--- config.mk ---
export PLATFORM = sky130hd
export DESIGN_NAME = dual_slope_ctrl
export DESIGN_NICKNAME = d
export VERILOG_FILES = /design/src/rtl/dsc_pkg.sv /design/src/rtl/dsc_datapath.sv /design/src/rtl/dsc_control.sv /design/src/rtl/dual_slope_ctrl.sv
export SDC_FILE = /design/constraint.sdc
export NUM_CORES = 1
export LEC_CHECK = 0
export ABC_AREA = 0
export BUFFER_PORTS_ARGS = -buffer_cell sky130_fd_sc_hd__buf_2
export CAP_MARGIN = 20
export CORE_UTILIZATION = 40
export DETAILED_ROUTE_END_ITERATION = 12
export PLACE_DENSITY = 0.62
export SETUP_SLACK_MARGIN = 0.1
export SYNTH_ARGS = -nofsm -noshare
export SYNTH_HDL_FRONTEND = slang
export SYNTH_SLANG_ARGS = --single-unit
export TNS_END_PERCENT = 30
--- constraint.sdc ---
create_clock -name clk -period 3.75 [get_ports clk]
set_input_delay 0.5625 -clock clk [delete_from_list [all_inputs] [get_ports clk]]
set_output_delay 0.5625 -clock clk [all_outputs]
set_load 0.02 [all_outputs]
--- src/rtl/dsc_pkg.sv ---
package dsc_pkg;

  typedef enum logic [1:0] {
    ST_IDLE  = 2'd0,
    ST_CLEAR = 2'd1,
    ST_INTEG = 2'd2,
    ST_DEINT = 2'd3
  } seqState_t;

  // strobes from the control to the datapath
  typedef struct packed {
    logic cntClr;   // counter back to zero
    logic cntInc;   // counter advances by one
    logic capture;  // store the count, clear overrange
    logic saturate; // store all ones, set overrange
  } dpStrobe_t;

endpackage

--- src/rtl/dsc_datapath.sv ---
module dsc_datapath
  import dsc_pkg::*;
#(
  parameter int RES_BITS    = 8,
  parameter int SYNC_STAGES = 2
) (
  input  logic                clk,
  input  logic                rstN,
  input  logic                compTrip,
  input  dpStrobe_t           strobe,
  output logic                compSync,
  output logic                cntAtIntEnd,
  output logic                cntAtLimit,
  output logic [RES_BITS-1:0] result,
  output logic                overRange,
  output logic                doneP
);
  localparam logic [RES_BITS-1:0] CNT_MAX     = '1;
  localparam logic [RES_BITS-1:0] CNT_INT_END = CNT_MAX - 1'b1;

  logic [SYNC_STAGES-1:0] syncChain;
  logic [RES_BITS-1:0]    cnt;

  // metastability chain for the comparator flag
  always_ff @(posedge clk or negedge rstN) begin
    if (!rstN) syncChain <= '0;
    else       syncChain <= {syncChain[SYNC_STAGES-2:0], compTrip};
  end
  assign compSync = syncChain[SYNC_STAGES-1];

  always_ff @(posedge clk or negedge rstN) begin
    if (!rstN)              cnt <= '0;
    else if (strobe.cntClr) cnt <= '0;
    else if (strobe.cntInc) cnt <= cnt + 1'b1;
  end

  assign cntAtIntEnd = (cnt == CNT_INT_END);
  assign cntAtLimit  = (cnt == CNT_MAX);

  always_ff @(posedge clk or negedge rstN) begin
    if (!rstN) begin
      result    <= '0;
      overRange <= 1'b0;
      doneP     <= 1'b0;
    end else begin
      doneP <= strobe.capture | strobe.saturate;
      if (strobe.capture) begin
        result    <= cnt;
        overRange <= 1'b0;
      end else if (strobe.saturate) begin
        result    <= CNT_MAX;
        overRange <= 1'b1;
      end
    end
  end
endmodule

--- src/rtl/dsc_control.sv ---
module dsc_control
  import dsc_pkg::*;
(
  input  logic      clk,
  input  logic      rstN,
  input  logic      startReq,
  input  logic      compSync,
  input  logic      cntAtIntEnd,
  input  logic      cntAtLimit,
  output dpStrobe_t strobe,
  output logic      selRef,
  output logic      intClear,
  output logic      busy
);
  seqState_t state, stateNxt;

  always_ff @(posedge clk or negedge rstN) begin
    if (!rstN) state <= ST_IDLE;
    else       state <= stateNxt;
  end

  always_comb begin
    stateNxt = state;
    strobe   = '0;
    unique case (state)
      ST_IDLE: begin
        if (startReq) stateNxt = ST_CLEAR;
      end
      ST_CLEAR: begin
        strobe.cntClr = 1'b1;
        stateNxt      = ST_INTEG;
      end
      ST_INTEG: begin
        if (cntAtIntEnd) begin
          strobe.cntClr = 1'b1;
          stateNxt      = ST_DEINT;
        end else begin
          strobe.cntInc = 1'b1;
        end
      end
      ST_DEINT: begin
        if (compSync) begin
          strobe.capture = 1'b1;
          strobe.cntClr  = 1'b1;
          stateNxt       = ST_IDLE;
        end else if (cntAtLimit) begin
          strobe.saturate = 1'b1;
          strobe.cntClr   = 1'b1;
          stateNxt        = ST_IDLE;
        end else begin
          strobe.cntInc = 1'b1;
        end
      end
      default: stateNxt = ST_IDLE;
    endcase
  end

  assign busy     = (state != ST_IDLE);
  assign intClear = (state == ST_CLEAR);
  assign selRef   = (state == ST_DEINT);
endmodule

--- src/rtl/dual_slope_ctrl.sv ---
module dual_slope_ctrl
  import dsc_pkg::*;
#(
  parameter int RES_BITS = 8
) (
  input  logic                clk,
  input  logic                rstN,
  input  logic                startReq,
  input  logic                compTrip,
  output logic                selRef,
  output logic                intClear,
  output logic                busy,
  output logic                doneP,
  output logic [RES_BITS-1:0] result,
  output logic                overRange
);
  dpStrobe_t strobe;
  logic      compSync;
  logic      cntAtIntEnd;
  logic      cntAtLimit;

  dsc_control uCtrl (
    .clk         (clk),
    .rstN        (rstN),
    .startReq    (startReq),
    .compSync    (compSync),
    .cntAtIntEnd (cntAtIntEnd),
    .cntAtLimit  (cntAtLimit),
    .strobe      (strobe),
    .selRef      (selRef),
    .intClear    (intClear),
    .busy        (busy)
  );

  dsc_datapath #(
    .RES_BITS    (RES_BITS),
    .SYNC_STAGES (2)
  ) uDp (
    .clk         (clk),
    .rstN        (rstN),
    .compTrip    (compTrip),
    .strobe      (strobe),
    .compSync    (compSync),
    .cntAtIntEnd (cntAtIntEnd),
    .cntAtLimit  (cntAtLimit),
    .result      (result),
    .overRange   (overRange),
    .doneP       (doneP)
  );
endmodule

==> impl_metrics.tcl, run 1 <==
set metrics [dict create \
    core_um2 2520 \
    grt_max_degree 23 \
    status "finished, final reports clean" \
    critPathLaunchType "register" \
    cts.sinks 22 \
    grt_remaining_overflow 0 \
    start_util_pct 43.2 \
    nets 126 \
    dp_hpwl_um 1670 \
    layout_commonest_cell "dfrtp_1" \
    cts_tree "yes" \
    grt_pass1_wl_um 3710 \
    num_antenna_cells 0 \
    drv_cap 0 \
    vias 824 \
    critPathMaxFanout 14 \
    ys_ff_latch 22 \
    htree_num_levels 1 \
    avgSynthCellArea_um2 11.4 \
    port_buffers 16 \
    cts_max_path_buffers 2 \
    drc 0 \
    tns_ns 0 \
    path_clk_slew_ns 0.12 \
    irDropWorstVdd_mv 0.223 \
    r2r_cells 5 \
    postRouteAntennaNets 0 \
    max_clock_freq_mhz 437 \
    die_area_um2 2940 \
    detailed_place.area_um2 1200 \
    finalCritPeriodShare_pct 61.0 \
    yosysWarnings 0 \
    r2r-end "uDp.cnt[2]$_DFFE_PN0P_" \
    viasPerCell 5.72 \
    finalHoldViolCount 0 \
    worst_pin_slew_ns 0.621 \
    critPathKind "reg2out" \
    ctsHoldBuffers 0 \
    slew_violations 0 \
    min_path_type "in2async" \
    dieWidth_um 54.2 \
    postCtsSetupBuffers 0 \
    yosysTopAreaCell "dfrtp_1" \
    drt-total-wl_um 2180 \
    firstDrtPassIters 4 \
    synth_cell_types 33 \
    powerDensity_nw_per_um2 339 \
    slew_headroom_pct 58.4 \
    drive_gt1_share_pct 25.4 \
    antenna_found_initial 0 \
    die_h_um 54.2 \
    synthTopCellsByArea "dfrtp_1, ha_1, o22a_1" \
    worstReg2RegStart "uCtrl.state[1]$_DFFE_PN0P_" \
    crit_arrival_ns 1.73 \
    syn-instance-count 96 \
    power_mw 0.424 \
    fin_area_um2 1250 \
    r2r_slack_ns 1.79 \
    synth_nets 107 \
    cts_buffers 3 \
    num_rows 18 \
    dr.first_iter.drc_count 21 \
    clk_latency_ns 0.31 \
    required_ns 3.19 \
    grt_usage_pct 18.1 \
    wl_per_cell_um 15.2 \
    most-common-layout-cells "dfrtp_1, buf_2, nand2_1" \
    cts_root_buf "clkbuf_4" \
    gp_congestion 0.828 \
    io_pins 17 \
    finClkSkew_ns 0.00562 \
    grt_setup_unrepaired "no" \
    grt_pass1_vias 756 \
    area_delta_synth_final_pct 14.9 \
    fin_crit_ns 2.29 \
    cts_resized 0 \
    setup_viol 0 \
    synth_top_area_share_pct 50.5 \
    yosysSeqAreaShare_pct 50.5 \
    netlist_area_um2 1090 \
    cellLeakagePower_nw 0.618 \
    cp-end-kind "primary output" \
]
==> synth_stat cells <==
| cell type | instances |
|---|---|
| o311ai_1 | 1 |
| a22oi_1 | 3 |
| a21o_1 | 2 |
| a211o_2 | 1 |
| ha_1 | 7 |
| nand4_2 | 1 |
| or3_1 | 2 |
| a32oi_1 | 1 |
| and2_2 | 1 |
| o21a_1 | 1 |
| a311o_1 | 1 |
| mux2_2 | 1 |
| o311ai_4 | 1 |
| a31oi_1 | 2 |
| dfrtp_1 | 22 |
| inv_1 | 7 |
| xnor2_1 | 2 |
| o21ai_0 | 2 |
| a2111oi_0 | 1 |
| buf_1 | 1 |
| nand2b_1 | 2 |
| o31ai_1 | 1 |
| o22a_1 | 8 |
| a22o_2 | 2 |
| or4_1 | 1 |
| nand2_2 | 1 |
| nor2_1 | 2 |
| o31ai_2 | 1 |
| clkbuf_1 | 1 |
| nand2_1 | 11 |
| nand3_1 | 3 |
| nor4_1 | 1 |
| nor3_1 | 2 |
==> power by group <==
part,total [mW],switching (mW),internal [mW],leakage [nW]
combinational,0.00595,0.00465,0.00130,0.302
sequential,0.239,0.000396,0.238,0.288
clock,0.179,0.0714,0.108,0.0279
total,0.424,0.0764,0.348,0.618
==> final cells by class <==
| type | count | area (um2) |
|---|---|---|
| fillers | 237 | 1270 |
| flip-flops and latches | 22 | 551 |
| multi-input cells | 65 | 505 |
| repair buffers | 16 | 80.1 |
| well taps | 30 | 37.5 |
| clock inverters | 1 | 30.0 |
| inverters | 7 | 26.3 |
| clock buffers | 3 | 22.5 |
==> layer usage <==
metal	vias up	global-route usage [%]	wire length, um
met5	-	0	0
met4	0	7.69	19
met3	2	3.39	82
met2	19	27.0	1030
met1	415	25.4	1050
li1	388	-	-
==> cells by family after synthesis <==
| family | count (synthesis) | share of synthesized area, % |
|---|---|---|
| compound gates | 28 | 23.0 |
| xor+xnor | 2 | 1.61 |
| fa+ha+maj | 7 | 8.04 |
| buf+inv | 9 | 3.10 |
| flops | 22 | 50.5 |
| mux | 1 | 1.03 |
| simple gates | 27 | 12.7 |
==> metrics by stage <==
stage | util (%) | cells | worst slack [ns] | hold slack [ns]
after global placement | 47.6 | 140 | 1.87 | 0.333
after CTS | 49.7 | 144 | 1.48 | 0.208
after detailed placement | 47.6 | 140 | 1.82 | 0.351
after floorplan | - | 96 | 1.95 | 0.267
final | 49.7 | 144 | 1.46 | 0.190
after global routing | 49.7 | 144 | 1.33 | 0.218
==> state kept, by name, summed over array words and instances (netlist names) <==
name	flops
uDp.overRange	1
uDp.result	8
uCtrl.state	2
uDp.doneP	1
uDp.cnt	8
uDp.syncChain	2
==> worst max-delay path by stage <==
stage | startpoint | to | slack, ns | cells past startpoint
after detailed placement | uCtrl.state[1]$_DFFE_PN0P_ | uDp.cnt[2]$_DFFE_PN0P_ | 1.82 | 5
final | uCtrl.state[1]$_DFFE_PN0P_ | busy | 1.46 | 4
after global placement | uCtrl.state[1]$_DFFE_PN0P_ | busy | 1.87 | 4
after global routing | uCtrl.state[1]$_DFFE_PN0P_ | busy | 1.33 | 4
after CTS | uCtrl.state[1]$_DFFE_PN0P_ | busy | 1.48 | 4
after floorplan | uCtrl.state[1]$_DFFE_PN0P_ | uDp.cnt[2]$_DFFE_PN0P_ | 1.95 | 5
==> worst max-delay path: stages, from the launching register on <==
cell	delay, ns
dfrtp_1	0.47
inv_1	0.15
ha_1	0.44
inv_1	0.16
buf_2	0.19
(Power assumes the default switching activity.)
==> inputs of run 2 (changes only) <==
- PLACE_DENSITY: 0.62 -> 0.64
- clock period: 3.75 -> 2.1 ns (I/O delays scaled with it)
==> run 2 against run 1 <==
Worst setup slack lost 1.2 ns; sequential power grew 78%; cell area grew 2.8%; highest routed layer unchanged; routed wire length grew 3.3%; final cell count grew 2.8%; largest power group unchanged; count of clock-buffer cells in the layout is the same; worst hold slack lost 0.091 ns; utilization grew 1.4 points; non-clock buffer count grew 4; register-to-register slack lost 1.6 ns; sequential cell count is the same.
==> impl_metrics.tcl, run 2 (synthesis results as in run 1) <==
set metrics [dict create \
    wl_per_cell_um 15.2 \
    place_ws_ns 0.229 \
    hold_path.startpoint "compTrip" \
    dp_hpwl_um 1660 \
    cellLeakagePower_nw 0.636 \
    setup_viol 0 \
    worst_pin_slew_ns 0.473 \
    finClkSkew_ns 0.00449 \
    grt_pass1_wl_um 3650 \
    final_core_util_pct 51.0 \
    vias 840 \
    cp-startpoint "uCtrl.state[0]$_DFFE_PN0P_" \
    start_util_pct 43.2 \
    drv_cap 0 \
    gp_congestion 0.829 \
    powerDensity_nw_per_um2 594 \
    reg_top3 "uDp.cnt (8), uDp.result (8)" \
    area_delta_synth_final_pct 18.1 \
    finalHoldViolCount 0 \
    ff_latch_area_um2 551 \
    grt_max_degree 23 \
    cts_root_buf "clkbuf_4" \
    min_path_type "in2reg" \
    grt_setup_unrepaired "yes" \
    path_clk_slew_ns 0.13 \
    multiInputGateArea_um2 508 \
    drc 0 \
    crit_arrival_ns 2.15 \
    status "finished, final reports clean" \
    fin_crit_ns 1.89 \
    critPathMaxStageDelay_ns 0.46 \
    layout.cells.non_filler 148 \
    core_um2 2520 \
    most-common-layout-cells "dfrtp_1, buf_2, nand2_1" \
    grt_pass1_vias 800 \
    crit_cells 6 \
    tns_ns 0 \
    worstReg2RegStart "uCtrl.state[0]$_DFFE_PN0P_" \
    grt_usage_pct 18.0 \
    crit_slowest_cell "a2111oi_0" \
    irDropWorstVdd_mv 0.474 \
    grt_remaining_overflow 0 \
    path_cells "inv_1 > ha_1 > a22oi_1 > o311ai_4 > a2111oi_0 > a311o_1" \
    cts_buffers 3 \
    fin_ws_ns 0.213 \
    port_buffers 16 \
    cts_tree "yes" \
    r2r-end "uDp.cnt[2]$_DFFE_PN0P_" \
    critPathMaxFanout 7 \
    cp_top_family "compound AO/OA/AOI/OAI gates" \
    postRouteAntennaNets 0 \
    htree_num_levels 1 \
    die_area_um2 2940 \
    max_clock_freq_mhz 530 \
    drive_gt1_share_pct 28.0 \
    num_rows 18 \
    fillCellCount 238 \
    hold_slack_ns 0.0986 \
    slew_headroom_pct 68.4 \
    critPathBufInv 1 \
    viasPerCell 5.68 \
    nets 130 \
    layout_commonest_cell "dfrtp_1" \
    dieWidth_um 54.2 \
    placed_cells_incl_taps 143 \
    slew_violations 0 \
    clk_latency_ns 0.31 \
    io_pins 17 \
    cts.sinks 22 \
    r2r_cells 6 \
    num_antenna_cells 0 \
    critPathLaunchType "register" \
    antenna_found_initial 0 \
    finalCritPeriodShare_pct 89.8 \
    critPathKind "reg2reg" \
    die_h_um 54.2 \
    cp-end-kind "register" \
    drt-total-wl_um 2260 \
    cts_max_path_buffers 2 \
    dr.first_iter.drc_count 24 \
    firstDrtPassIters 4 \
    r2r_slack_ns 0.21 \
    required_ns 2.36 \
    endpoint "uDp.cnt[2]$_DFFE_PN0P_" \
]
[run 2: repair_timing]
| item | in CTS | in global routing |
|---|---|---|
| gates resized for setup | 0 | 1 |
| hold buffers | 1 | 0 |
| endpoints found under the setup margin | 0 | 2 |
| setup buffers | 0 | 0 |
| endpoints found under the hold margin | 22 | 0 |
[run 2: stage by stage]
stage / cell area, um2 / power, mW
floorplan: 1090 / 0.435
global placement: 1220 / 0.445
detailed placement: 1220 / 0.446
CTS: 1280 / 0.770
global route: 1290 / 0.795
finish: 1290 / 0.764
[run 2: where the power goes]
group | internal [mW] | switching [mW] | leakage (nW)
registers | 0.425 | 0.000770 | 0.288
logic | 0.00354 | 0.00841 | 0.320
clock network | 0.193 | 0.133 | 0.0279
total | 0.622 | 0.142 | 0.636
[run 2: layout make-up]
cell class                      count  share of cell area (%)
Tap cell                           30                    2.92
Clock inverter                      1                    2.33
Sequential cell                    22                    42.8
Clock buffer                        3                    1.75
Timing Repair Buffer               20                    8.75
Multi-Input combinational cell     65                    39.5
Inverter                            7                    2.04
[run 2: worst register-to-register path, stage by stage (launching register included)]
cell and delay, ns:
dfrtp_1 0.40, inv_1 0.11, ha_1 0.24, a22oi_1 0.29, o311ai_4 0.17, a2111oi_0 0.46, a311o_1 0.17
[run 2: routing by layer]
layer	global-route usage [%]	up-vias	part of all wire, %
met2	29.5	26	46
met3	5.37	5	5.4
met4	5.13	0	1.1
li1	-	396	-
met5	0	-	0
met1	22.9	413	48
[run 2: worst min path at each step]
stage	to	slack, ns	cells after the start
CTS	uDp.syncChain[0]$_DFF_PN0_	0.09	1
floorplan	uCtrl.state[0]$_DFFE_PN0P_	0.02	0
finish	uDp.syncChain[0]$_DFF_PN0_	0.1	1
detailed placement	uDp.doneP$_DFF_PN0_	0.30	1
global route	uDp.syncChain[0]$_DFF_PN0_	0.07	1
global placement	uDp.doneP$_DFF_PN0_	0.30	1
==> inputs of run 3 (changes only) <==
- SYNTH_HIERARCHICAL: default -> 1
==> run 3 against run 2 <==
Non-clock buffer count grew 9; first-iteration DRC count down 21%; fmax is 4.5% lower; synthesized area decreased by 0.92%; final cell count up 10%; critical endpoint is now uDp/cnt[7]$_DFFE_PN0P_.
==> impl_metrics.tcl, run 3 <==
set metrics [dict create \
    finalHoldViolCount 0 \
    drv_cap 0 \
    most-common-layout-cells "dfrtp_1, buf_2, nor2_1" \
    cts_max_path_buffers 2 \
    detailed_place.area_um2 1210 \
    layout.cells.non_filler 163 \
    firstDrtPassIters 4 \
    powerDensity_nw_per_um2 1200 \
    place_ws_ns 0.0880 \
    slew_headroom_pct 68.6 \
    synthTopCellsByArea "dfrtp_1, ha_1, nor2_1" \
    area_delta_synth_final_pct 25.8 \
    critPathMaxStageDelay_ns 0.44 \
    syn-instance-count 104 \
    core_um2 2520 \
    grt_pass1_vias 738 \
    gp_congestion 0.810 \
    die_area_um2 2910 \
    synth_cell_types 30 \
    finalCritPeriodShare_pct 94.1 \
    path_cells "ha_2 > nand2_1 > nor2_2 > nor3b_2 > o22a_2 > nand4_4 > or3_1 > a21oi_2" \
    max_clock_freq_mhz 506 \
    dr.first_iter.drc_count 19 \
    yosysWarnings 6 \
    drc 0 \
    antenna_found_initial 0 \
    port_buffers 16 \
    crit_arrival_ns 2.23 \
    synth_nets 115 \
    postRouteAntennaNets 0 \
    critPathKind "reg2reg" \
    fin_area_um2 1360 \
    vias 817 \
    r2r_slack_ns 0.12 \
    synth_common_cells "dfrtp_1, nor2_1, nand2_1, o21ai_0, ha_1" \
    placed_cells_incl_taps 151 \
    worst_pin_slew_ns 0.472 \
    cellLeakagePower_nw 0.660 \
    reg_top3 "uDp/cnt (8), uDp/result (8)" \
    synth_top_area_share_pct 51.0 \
    hold_slack_ns 0.107 \
    critPathMaxFanout 5 \
    fin_crit_ns 1.98 \
    min_path_type "in2reg" \
    cts_root_buf "clkbuf_4" \
    clk_latency_ns 0.31 \
    cts_tree "yes" \
    synthArstFlopShare_pct 100 \
    wl_per_cell_um 12.7 \
    ys_ff_latch 22 \
    layout_commonest_cell "dfrtp_1" \
    dp_hpwl_um 1380 \
    cts_buffers 3 \
    crit_slowest_cell "dfrtp_1" \
    irDropWorstVdd_mv 0.662 \
    yosysTopAreaCell "dfrtp_1" \
    cp_top_family "simple AND/OR/NAND/NOR gates" \
    yosysSeqAreaShare_pct 51.0 \
    netlist_area_um2 1080 \
    fin_ws_ns 0.124 \
    drt-total-wl_um 2080 \
    grt_setup_unrepaired "yes" \
    required_ns 2.35 \
    grt_remaining_overflow 0 \
    avgSynthCellArea_um2 10.4 \
    io_pins 17 \
    dieWidth_um 54.0 \
    num_antenna_cells 0 \
    critPathBufInv 0 \
    synthFlopType "dfrtp_1" \
    viasPerCell 5.01 \
    finClkSkew_ns 0.00870 \
    tns_ns 0 \
    cts.sinks 22 \
    grt_max_degree 23 \
    nets 145 \
    path_clk_slew_ns 0.13 \
    start_util_pct 42.8 \
    grt_pass1_wl_um 3370 \
    drive_gt1_share_pct 38.3 \
    cp-end-kind "register" \
    grt_usage_pct 16.6 \
    critPathLaunchType "register" \
    post-synth-top-count-cell "dfrtp_1" \
    setup_viol 0 \
    synth_edf_count 0 \
    slew_violations 0 \
    num_rows 18 \
    htree_num_levels 1 \
    die_h_um 54.0 \
    status "finished, final reports clean" \
]
[run 3: changes by cell type after synthesis, moves of 3 or more]
cell and delta:
a21oi_1 +3, nor2_1 +13, o21ai_0 +7, a2bb2oi_1 +3, o22a_1 -8, xor2_1 +3, a22oi_1 -3
[run 3: power breakdown]
group	internal (mW)	total (mW)	switching (mW)
logic	0.348	0.731	0.383
registers	0.504	0.576	0.0711
clock network	0.193	0.322	0.129
total	1.04	1.63	0.583
[run 3: area by class of cell]
| cell class | instances | area, um2 |
|---|---|---|
| clock inverters | 1 | 30.0 |
| repair buffers | 29 | 184 |
| inverters | 6 | 22.5 |
| well taps | 30 | 37.5 |
| multi-input cells | 72 | 509 |
| flip-flops and latches | 22 | 553 |
| clock buffers | 3 | 22.5 |
| fillers | 207 | 1160 |
[run 3: path summary, 6_finish.rpt]
check,endpoint,from,cells after the start
hold / removal,uDp/syncChain[0]$_DFF_PN0_,compTrip,1
setup reg to reg,uDp/cnt[7]$_DFFE_PN0P_,uDp/cnt[0]$_DFFE_PN0P_,8
min in group asynchronous,uDp/result[1]$_DFFE_PN0P_,rstN,2
setup / recovery,uDp/cnt[7]$_DFFE_PN0P_,uDp/cnt[0]$_DFFE_PN0P_,8
hold reg to reg,uDp/syncChain[1]$_DFF_PN0_,uDp/syncChain[0]$_DFF_PN0_,0
max in group asynchronous,uCtrl/state[0]$_DFFE_PN0P_,rstN,2
[run 3: per-stage QoR]
stage / util [%] / total power, mW
floorplan: - / 1.03
global route: 53.9 / 1.75
finish: 53.9 / 1.63
CTS: 51.5 / 1.57
global placement: 48.2 / 1.18
detailed placement: 48.2 / 1.19
[run 3: kinds of logic (layout without fill, tap and decap cells)]
logic type               Yosys count  after routing  share of synthesized area (%)
AO/OA/AOI/OAI                     19             19                           11.2
XOR/XNOR                           4              4                           3.25
adder cells (fa/ha/maj)            7              7                           8.11
buffers and inverters             10             39                           3.94
flip-flops                        22             22                           51.0
multiplexers                       1              1                           1.39
AND/OR/NAND/NOR                   41             41                           21.1
[run 3: per-layer routing]
layer	track usage, %	vias to the layer above	part of all wire (%)
met3	3.39	0	4.4
met5	0	-	0
met1	22.6	383	46
met4	8.77	0	0
li1	-	411	-
met2	24.5	23	49
[run 3: repair_timing]
item,CTS,global route
hold buffers,1,0
endpoints found under the setup margin,3,9
pin swaps,1,6
gates cloned,0,0
buffers inserted,3,4
resized for setup,0,11
endpoints found under the hold margin,22,0
